`src/rtl/mem_bw_pkg.sv`:
```
package mem_bw_pkg;

  localparam int LANE_W = 32;
  localparam logic [LANE_W-1:0] LANE_POLY = 32'h8020_0003;
  localparam logic [LANE_W-1:0] LANE_MIX  = 32'h9E37_79B9;

  typedef enum logic [2:0] {
    ST_IDLE,
    ST_WRITE,
    ST_READ,
    ST_DRAIN,
    ST_DONE
  } tst_state_e;

  // per-lane seed: address folded with a lane-dependent constant
  function automatic logic [LANE_W-1:0] lane_seed(input logic [LANE_W-1:0] addr,
                                                  input int unsigned lane);
    logic [LANE_W-1:0] mix;
    mix = LANE_W'(lane) * LANE_MIX;
    return addr ^ mix;
  endfunction

  // one Galois right-shift step of the lane register
  function automatic logic [LANE_W-1:0] lane_step(input logic [LANE_W-1:0] s);
    logic [LANE_W-1:0] sh;
    sh = {1'b0, s[LANE_W-1:1]};
    return s[0] ? (sh ^ LANE_POLY) : sh;
  endfunction

endpackage

```
`src/rtl/mem_bw_pattern.sv`:
```
module mem_bw_pattern
  import mem_bw_pkg::*;
#(
  parameter int DATA_W = 512,
  parameter int ADDR_W = 32
) (
  input  logic [ADDR_W-1:0] addr,
  output logic [DATA_W-1:0] word
);
  localparam int LANES = DATA_W / LANE_W;

  logic [LANE_W-1:0] addr_lane;
  assign addr_lane = LANE_W'(addr);

  for (genvar g = 0; g < LANES; g++) begin : g_lane
    assign word[g*LANE_W +: LANE_W] = lane_step(lane_seed(addr_lane, g));
  end
endmodule

```
`src/rtl/mem_bw_counter.sv`:
```
module mem_bw_counter #(
  parameter int W        = 32,
  parameter bit SATURATE = 1'b0
) (
  input  logic         clk,
  input  logic         rst_n,
  input  logic         clr,
  input  logic         inc,
  output logic [W-1:0] q
);
  localparam logic [W-1:0] TOP = '1;

  if (SATURATE) begin : g_sat
    always_ff @(posedge clk) begin
      if (!rst_n)                q <= '0;
      else if (clr)              q <= '0;
      else if (inc && q != TOP)  q <= q + W'(1);
    end
  end else begin : g_wrap
    always_ff @(posedge clk) begin
      if (!rst_n)    q <= '0;
      else if (clr)  q <= '0;
      else if (inc)  q <= q + W'(1);
    end
  end
endmodule

```
`src/rtl/mem_bw_ctrl.sv`:
```
module mem_bw_ctrl
  import mem_bw_pkg::*;
#(
  parameter int ADDR_W = 32,
  parameter int BEAT_W = 32
) (
  input  logic              clk,
  input  logic              rst_n,
  input  logic              start,
  input  logic [BEAT_W-1:0] num_beats,
  input  logic [ADDR_W-1:0] base_addr,
  input  logic              cmd_ready,
  input  logic              rd_last,
  output tst_state_e        state,
  output logic              busy,
  output logic              done,
  output logic [BEAT_W-1:0] len_q,
  output logic [ADDR_W-1:0] base_q,
  output logic              cmd_valid,
  output logic              cmd_write,
  output logic [ADDR_W-1:0] cmd_addr,
  output logic              start_ok,
  output logic              wr_accept,
  output logic              rd_accept
);
  tst_state_e        state_q;
  logic              done_q;
  logic [BEAT_W-1:0] idx_q;
  logic              issue_last;

  assign state      = state_q;
  assign done       = done_q;
  assign busy       = (state_q == ST_WRITE) || (state_q == ST_READ) || (state_q == ST_DRAIN);
  assign start_ok   = start && !busy;
  assign cmd_valid  = (state_q == ST_WRITE) || (state_q == ST_READ);
  assign cmd_write  = (state_q == ST_WRITE);
  assign cmd_addr   = base_q + ADDR_W'(idx_q);
  assign wr_accept  = cmd_valid && cmd_write && cmd_ready;
  assign rd_accept  = cmd_valid && !cmd_write && cmd_ready;
  assign issue_last = (idx_q == len_q - BEAT_W'(1));

  always_ff @(posedge clk) begin
    if (!rst_n) begin
      state_q <= ST_IDLE;
      done_q  <= 1'b0;
      idx_q   <= '0;
      len_q   <= '0;
      base_q  <= '0;
    end else if (start_ok) begin
      len_q  <= num_beats;
      base_q <= base_addr;
      idx_q  <= '0;
      if (num_beats == '0) begin
        state_q <= ST_DONE;
        done_q  <= 1'b1;
      end else begin
        state_q <= ST_WRITE;
        done_q  <= 1'b0;
      end
    end else begin
      case (state_q)
        ST_WRITE: begin
          if (wr_accept) begin
            if (issue_last) begin
              state_q <= ST_READ;
              idx_q   <= '0;
            end else begin
              idx_q <= idx_q + BEAT_W'(1);
            end
          end
        end
        ST_READ: begin
          if (rd_accept) begin
            if (issue_last) state_q <= ST_DRAIN;
            else            idx_q   <= idx_q + BEAT_W'(1);
          end
        end
        ST_DRAIN: begin
          if (rd_last) begin
            state_q <= ST_DONE;
            done_q  <= 1'b1;
          end
        end
        default: ;
      endcase
    end
  end
endmodule

```
`src/rtl/mem_bw_cmp.sv`:
```
module mem_bw_cmp #(
  parameter int DATA_W = 512,
  parameter int ADDR_W = 32,
  parameter int BEAT_W = 32
) (
  input  logic              clk,
  input  logic              rst_n,
  input  logic              clr,
  input  logic              in_read,
  input  logic              rd_valid,
  input  logic [DATA_W-1:0] rd_data,
  input  logic [ADDR_W-1:0] base_q,
  input  logic [BEAT_W-1:0] len_q,
  output logic              rd_fire,
  output logic              rd_last,
  output logic              mismatch
);
  logic [BEAT_W-1:0] exp_idx;
  logic [ADDR_W-1:0] exp_addr;
  logic [DATA_W-1:0] exp_word;

  assign exp_addr = base_q + ADDR_W'(exp_idx);

  mem_bw_pattern #(.DATA_W(DATA_W), .ADDR_W(ADDR_W)) u_exp_pat (
    .addr (exp_addr),
    .word (exp_word)
  );

  assign rd_fire  = rd_valid && in_read;
  assign mismatch = rd_fire && (rd_data != exp_word);
  assign rd_last  = rd_fire && (exp_idx == len_q - BEAT_W'(1));

  always_ff @(posedge clk) begin
    if (!rst_n)       exp_idx <= '0;
    else if (clr)     exp_idx <= '0;
    else if (rd_fire) exp_idx <= exp_idx + BEAT_W'(1);
  end
endmodule

```
`src/rtl/mem_bw_tester.sv`:
```
module mem_bw_tester
  import mem_bw_pkg::*;
#(
  parameter int DATA_W  = 512,
  parameter int ADDR_W  = 32,
  parameter int BEAT_W  = 32,
  parameter int TIMER_W = 32,
  parameter int ERR_W   = 32
) (
  input  logic               clk,
  input  logic               rst_n,
  input  logic               start,
  input  logic [BEAT_W-1:0]  num_beats,
  input  logic [ADDR_W-1:0]  base_addr,
  output logic               busy,
  output logic               done,
  output logic               cmd_valid,
  input  logic               cmd_ready,
  output logic               cmd_write,
  output logic [ADDR_W-1:0]  cmd_addr,
  output logic [DATA_W-1:0]  cmd_wdata,
  input  logic               rd_valid,
  input  logic [DATA_W-1:0]  rd_data,
  output logic [TIMER_W-1:0] wr_cycles,
  output logic [TIMER_W-1:0] rd_cycles,
  output logic [BEAT_W-1:0]  wr_beats,
  output logic [BEAT_W-1:0]  rd_beats,
  output logic [ERR_W-1:0]   err_count
);
  // named internal events
  tst_state_e        state;
  logic [BEAT_W-1:0] len_q;
  logic [ADDR_W-1:0] base_q;
  logic              start_ok;
  logic              wr_accept;
  logic              rd_accept;
  logic              in_read;
  logic              rd_fire;
  logic              rd_last;
  logic              mismatch;
  logic              wr_time_en;

  mem_bw_ctrl #(.ADDR_W(ADDR_W), .BEAT_W(BEAT_W)) u_ctrl (
    .clk       (clk),
    .rst_n     (rst_n),
    .start     (start),
    .num_beats (num_beats),
    .base_addr (base_addr),
    .cmd_ready (cmd_ready),
    .rd_last   (rd_last),
    .state     (state),
    .busy      (busy),
    .done      (done),
    .len_q     (len_q),
    .base_q    (base_q),
    .cmd_valid (cmd_valid),
    .cmd_write (cmd_write),
    .cmd_addr  (cmd_addr),
    .start_ok  (start_ok),
    .wr_accept (wr_accept),
    .rd_accept (rd_accept)
  );

  mem_bw_pattern #(.DATA_W(DATA_W), .ADDR_W(ADDR_W)) u_wr_pat (
    .addr (cmd_addr),
    .word (cmd_wdata)
  );

  assign in_read    = (state == ST_READ) || (state == ST_DRAIN);
  assign wr_time_en = (state == ST_WRITE) && (wr_accept || wr_beats != '0);

  mem_bw_cmp #(.DATA_W(DATA_W), .ADDR_W(ADDR_W), .BEAT_W(BEAT_W)) u_cmp (
    .clk      (clk),
    .rst_n    (rst_n),
    .clr      (start_ok),
    .in_read  (in_read),
    .rd_valid (rd_valid),
    .rd_data  (rd_data),
    .base_q   (base_q),
    .len_q    (len_q),
    .rd_fire  (rd_fire),
    .rd_last  (rd_last),
    .mismatch (mismatch)
  );

  mem_bw_counter #(.W(TIMER_W), .SATURATE(1'b0)) u_wr_timer (
    .clk (clk), .rst_n (rst_n), .clr (start_ok), .inc (wr_time_en), .q (wr_cycles)
  );

  mem_bw_counter #(.W(TIMER_W), .SATURATE(1'b0)) u_rd_timer (
    .clk (clk), .rst_n (rst_n), .clr (start_ok), .inc (in_read), .q (rd_cycles)
  );

  mem_bw_counter #(.W(BEAT_W), .SATURATE(1'b0)) u_wr_beats (
    .clk (clk), .rst_n (rst_n), .clr (start_ok), .inc (wr_accept), .q (wr_beats)
  );

  mem_bw_counter #(.W(BEAT_W), .SATURATE(1'b0)) u_rd_beats (
    .clk (clk), .rst_n (rst_n), .clr (start_ok), .inc (rd_fire), .q (rd_beats)
  );

  mem_bw_counter #(.W(ERR_W), .SATURATE(1'b1)) u_err (
    .clk (clk), .rst_n (rst_n), .clr (start_ok), .inc (mismatch), .q (err_count)
  );
endmodule

```
`config.mk`:
```
export PLATFORM = sky130hd
export DESIGN_NAME = mem_bw_tester
export DESIGN_NICKNAME = d
export VERILOG_FILES = /design/src/rtl/mem_bw_pkg.sv /design/src/rtl/mem_bw_pattern.sv /design/src/rtl/mem_bw_counter.sv /design/src/rtl/mem_bw_ctrl.sv /design/src/rtl/mem_bw_cmp.sv /design/src/rtl/mem_bw_tester.sv
export SDC_FILE = /design/constraint.sdc
export NUM_CORES = 1
export LEC_CHECK = 0
export BUFFER_PORTS_ARGS = -buffer_cell sky130_fd_sc_hd__buf_2
export CAP_MARGIN = 0
export CORE_AREA = 2 2 495 497
export CTS_CLUSTER_DIAMETER = 30
export DETAILED_ROUTE_END_ITERATION = 16
export DIE_AREA = 0 0 497 499
export GPL_ROUTABILITY_DRIVEN = 1
export SYNTH_ARGS = -nofsm -noshare
export SYNTH_HDL_FRONTEND = slang
export SYNTH_HIERARCHICAL = 1
export SYNTH_SLANG_ARGS = --single-unit
```
`constraint.sdc`:
```
create_clock -name clk -period 5.5 [get_ports clk]
set_input_delay 0 -clock clk [delete_from_list [all_inputs] [get_ports clk]]
set_output_delay 0 -clock clk [all_outputs]
set_load 0.01 [all_outputs]
```
==> metrics.md <==
| Metric | Value |
|---|---|
| Outcome | complete, no violations |
| Vias in the first global route | 30396 |
| IO Count | 1289 |
| Yosys cell types | 103 |
| Gp weighted congestion | 1.03 |
| CTS Sinks | 292 |
| Die height | 499 um |
| Via/cell ratio | 4.10 |
| Synthesized area | 0.0321 mm2 |
| Pleak | 17.0 nW |
| Worst skew pair latency | 670 ps |
| EDFF count, synth | 0 |
| Synth Net Count | 4787 |
| Commonest cells in the netlist | buf_4, xnor2_1, dfxtp_1 |
| Final Max Tran Viols | 0 |
| Final Cell Area | 0.0420 mm2 |
| Share of layout cells above drive strength 1 | 39.1% |
| Residual DRC count | 0 |
| Hold Path Stages | 5 |
| WL final | 236000 um |
| Dominant cell type by area after synthesis | buf_4 |
| Die Area | 0.248 mm2 |
| DRT Pass-1 Iters | 5 |
| Startpoint type of the worst setup path | flop |
| CP arrival | 6020 ps |
| Routed WL per cell | 28.7 um |
| Final hold vios | 0 |
| Fin nets | 5422 |
| Dpl hpwl | 206000 um |
| Post-synth top area share | 22.3% |
| Final WS setup | 50.3 ps |
| Util after Layout | 17.3% |
| FF+latch count, synth | 292 |
| Final Cycle Share | 99.1% |
| Via Count | 33678 |
| Final setup viols | 0 |
| Initial Utilization | 13.2% |
| Clock Skews | 36.2 ps |
| CP Capture Type | flop |
| Core ar. | 0.243 mm2 |
| H-tree depth | 3 |
| Worst reg2reg startpoint | u_ctrl/base_q[0] |
| Flop2flop setup slack | 50 ps |
| Crit Path Class | reg -> reg |
| Yosys warns | 6 |
| Hold path start | rd_valid |
| Total Neg Setup Slack | 0 ps |
| Max rail drop VDD | 0.000212 V |
| Gr usage total | 18.0% |
| Worst slack, placed | -469 ps |
| Max_cap viols | 0 |
| Tmin final | 5450 ps |
| Clock tree buffer depth | 3 |
| Count leader, synth | buf_4 |
| End point of the worst hold path | u_cmp/exp_idx[1] |
| Area growth, synth to finish | 30.9% |
| Slew margin rel. | 26.0% |
| Fmax | 183 MHz |
| Post-synth ARST share | 0% |
| CTS root buf | clkbuf_16 |
| First-pass GRT wire length | 298000 um |
| Mean Syn Cell Area | 7.77 um2 |
| RSZ-0062 raised after global routing | true |
| Pin count of the biggest net entering global routing | 65 |
| Min-delay worst type | in -> reg |
| Prevailing post-synth register cell | dfxtp_1 |
| Chip Width | 497 um |
| Worst-Margin Slew | 1100 ps |
| Worst path required time | 6070 ps |
| Synthesized instance count | 4133 |
| Drt first-iter violations | 2760 |
| Hold_ws | 173 ps |
| Buffers on Ports | 1288 |
| Top cells by area, synth | buf_4, dfxtp_1, xnor2_1 |
| Pwr/cell area | 344 mW/mm2 |
| FP Rows | 181 |
| Clock slew at reported path FFs | 50 ps |
| Reg2reg path depth | 26 |
| CTS tree | yes |
| GR Overflow Total | 0 |
| R2r endpoint | u_err/q[4] |
| Placed standard-cell area | 0.0370 mm2 |
| Sequential element share of the synthesized area | 18.2% |
| Antenna violations before repair | 224 |
| Cts bufs inserted | 87 |
| Routed Antenna Nets | 0 |
| CP Max Fanout | 6 |
-- flip-flops by register name, summed over array words and instances, names as in the netlist --
signal	count
u_cmp/exp_idx	32
u_ctrl/base_q	32
u_ctrl/idx_q	32
u_ctrl/len_q	32
u_err/q	32
u_rd_beats/q	32
u_rd_timer/q	32
u_wr_beats/q	32
u_wr_timer/q	32
u_ctrl/state	3
u_ctrl/done	1
-- worst max-delay path, cell delays in order, from the launching register on --
cell      delay [ps]
dfxtp_2          340
ha_4             140
inv_2             30
fa_2             330
nand2b_4         160
a21oi_4          160
nor2_4            70
o311a_1          380
a221o_1          360
a221oi_2         240
buf_4            220
a21boi_4          80
xnor2_4          150
buf_6            150
buf_12           120
xnor2_1          250
nand4_1          150
nor4_2           290
nand4_1          240
nor4_2           330
buf_4            200
a31oi_4          160
buf_4            190
buf_6            130
o31a_1           170
a21o_1           180
a21oi_1          110
-- what timing repair did --
item / 4_1_cts / 5_1_grt
cloned: 1 / 2
buffers inserted: 18 / 15
endpoints found under the setup margin: 32 / 32
pin swaps: 41 / 48
resized for setup: 75 / 37
hold endpoints to repair: 70 / 0
hold buffers: 68 / 0
-- through the flow --
| stage | total power [mW] | std cells |
|---|---|---|
| 2_1_floorplan | 7.60 | 4133 |
| 3_3_place_gp | 9.11 | 7779 |
| 3_5_place_dp | 9.07 | 7779 |
| 4_1_cts | 14.5 | 8024 |
| 5_1_grt | 15.0 | 8149 |
| 6_report | 14.5 | 8211 |
-- report_power, final --
part / internal (mW) / leakage [nW] / switching [mW]
combinational: 2.43 / 13.2 / 4.40
clock: 3.58 / 1.49 / 1.61
sequential: 2.23 / 2.37 / 0.222
-- routing by layer --
metal | track usage (%) | vias up | part of all wire [%]
met5 | 0 | - | 0.20
li1 | - | 15030 | -
met3 | 7.15 | 606 | 11
met1 | 19.0 | 15967 | 35
met2 | 31.0 | 2001 | 48
met4 | 8.97 | 74 | 5.7
-- layout by cell type (no fill, tap or decap), types with 68 or more instances in the layout --
| master | netlist | final |
|---|---|---|
| nand3_1 | 107 | 107 |
| nand4_1 | 190 | 190 |
| buf_4 | 955 | 212 |
| xnor2_1 | 521 | 488 |
| inv_1 | 178 | 168 |
| nand2_1 | 289 | 289 |
| a21oi_1 | 228 | 221 |
| nor4_1 | 109 | 89 |
| xor2_1 | 162 | 140 |
| dlygate4sd3_1 | 0 | 68 |
| nor2_1 | 164 | 162 |
| buf_2 | 15 | 1288 |
| clkbuf_16 | 0 | 87 |
| diode_2 | 0 | 172 |
| dfxtp_1 | 292 | 279 |
-- how the worst max path moves through the flow --
stage	cells after the start	slack (ps)	startpoint	to
after CTS	26	-30	u_cmp/exp_idx[0]	u_err/q[10]
final	26	50	u_ctrl/base_q[0]	u_err/q[4]
after detailed placement	27	-470	u_ctrl/base_q[0]	u_err/q[22]
after floorplan	24	100	u_cmp/exp_idx[0]	u_err/q[18]
after global routing	26	-200	u_ctrl/base_q[0]	u_err/q[4]
after global placement	27	-440	u_ctrl/base_q[0]	u_err/q[10]
-- final cells by class --
cell class	count	area, um2
timing repair buffer	1586	9020
inverter	180	697
antenna	172	430
multi-input combinational	2621	18900
clock inverter	45	624
sequential	292	5860
clock buffer	113	2460
tap	3202	4010
fill	27534	201000
-- cells by family (layout without fill, tap and decap cells) --
kind of cell	count (synthesis)	after routing	share of synthesized area (%)
buf+inv	1223	1924	25.8
other cells	0	172	0
xor+xnor	683	683	18.6
simple gates	1206	1206	20.8
fa+ha+maj	73	73	2.89
flops	292	292	18.2
mux	15	15	0.471
compound gates	641	644	13.2
No activity file was read; power rests on OpenSTA's default activity.
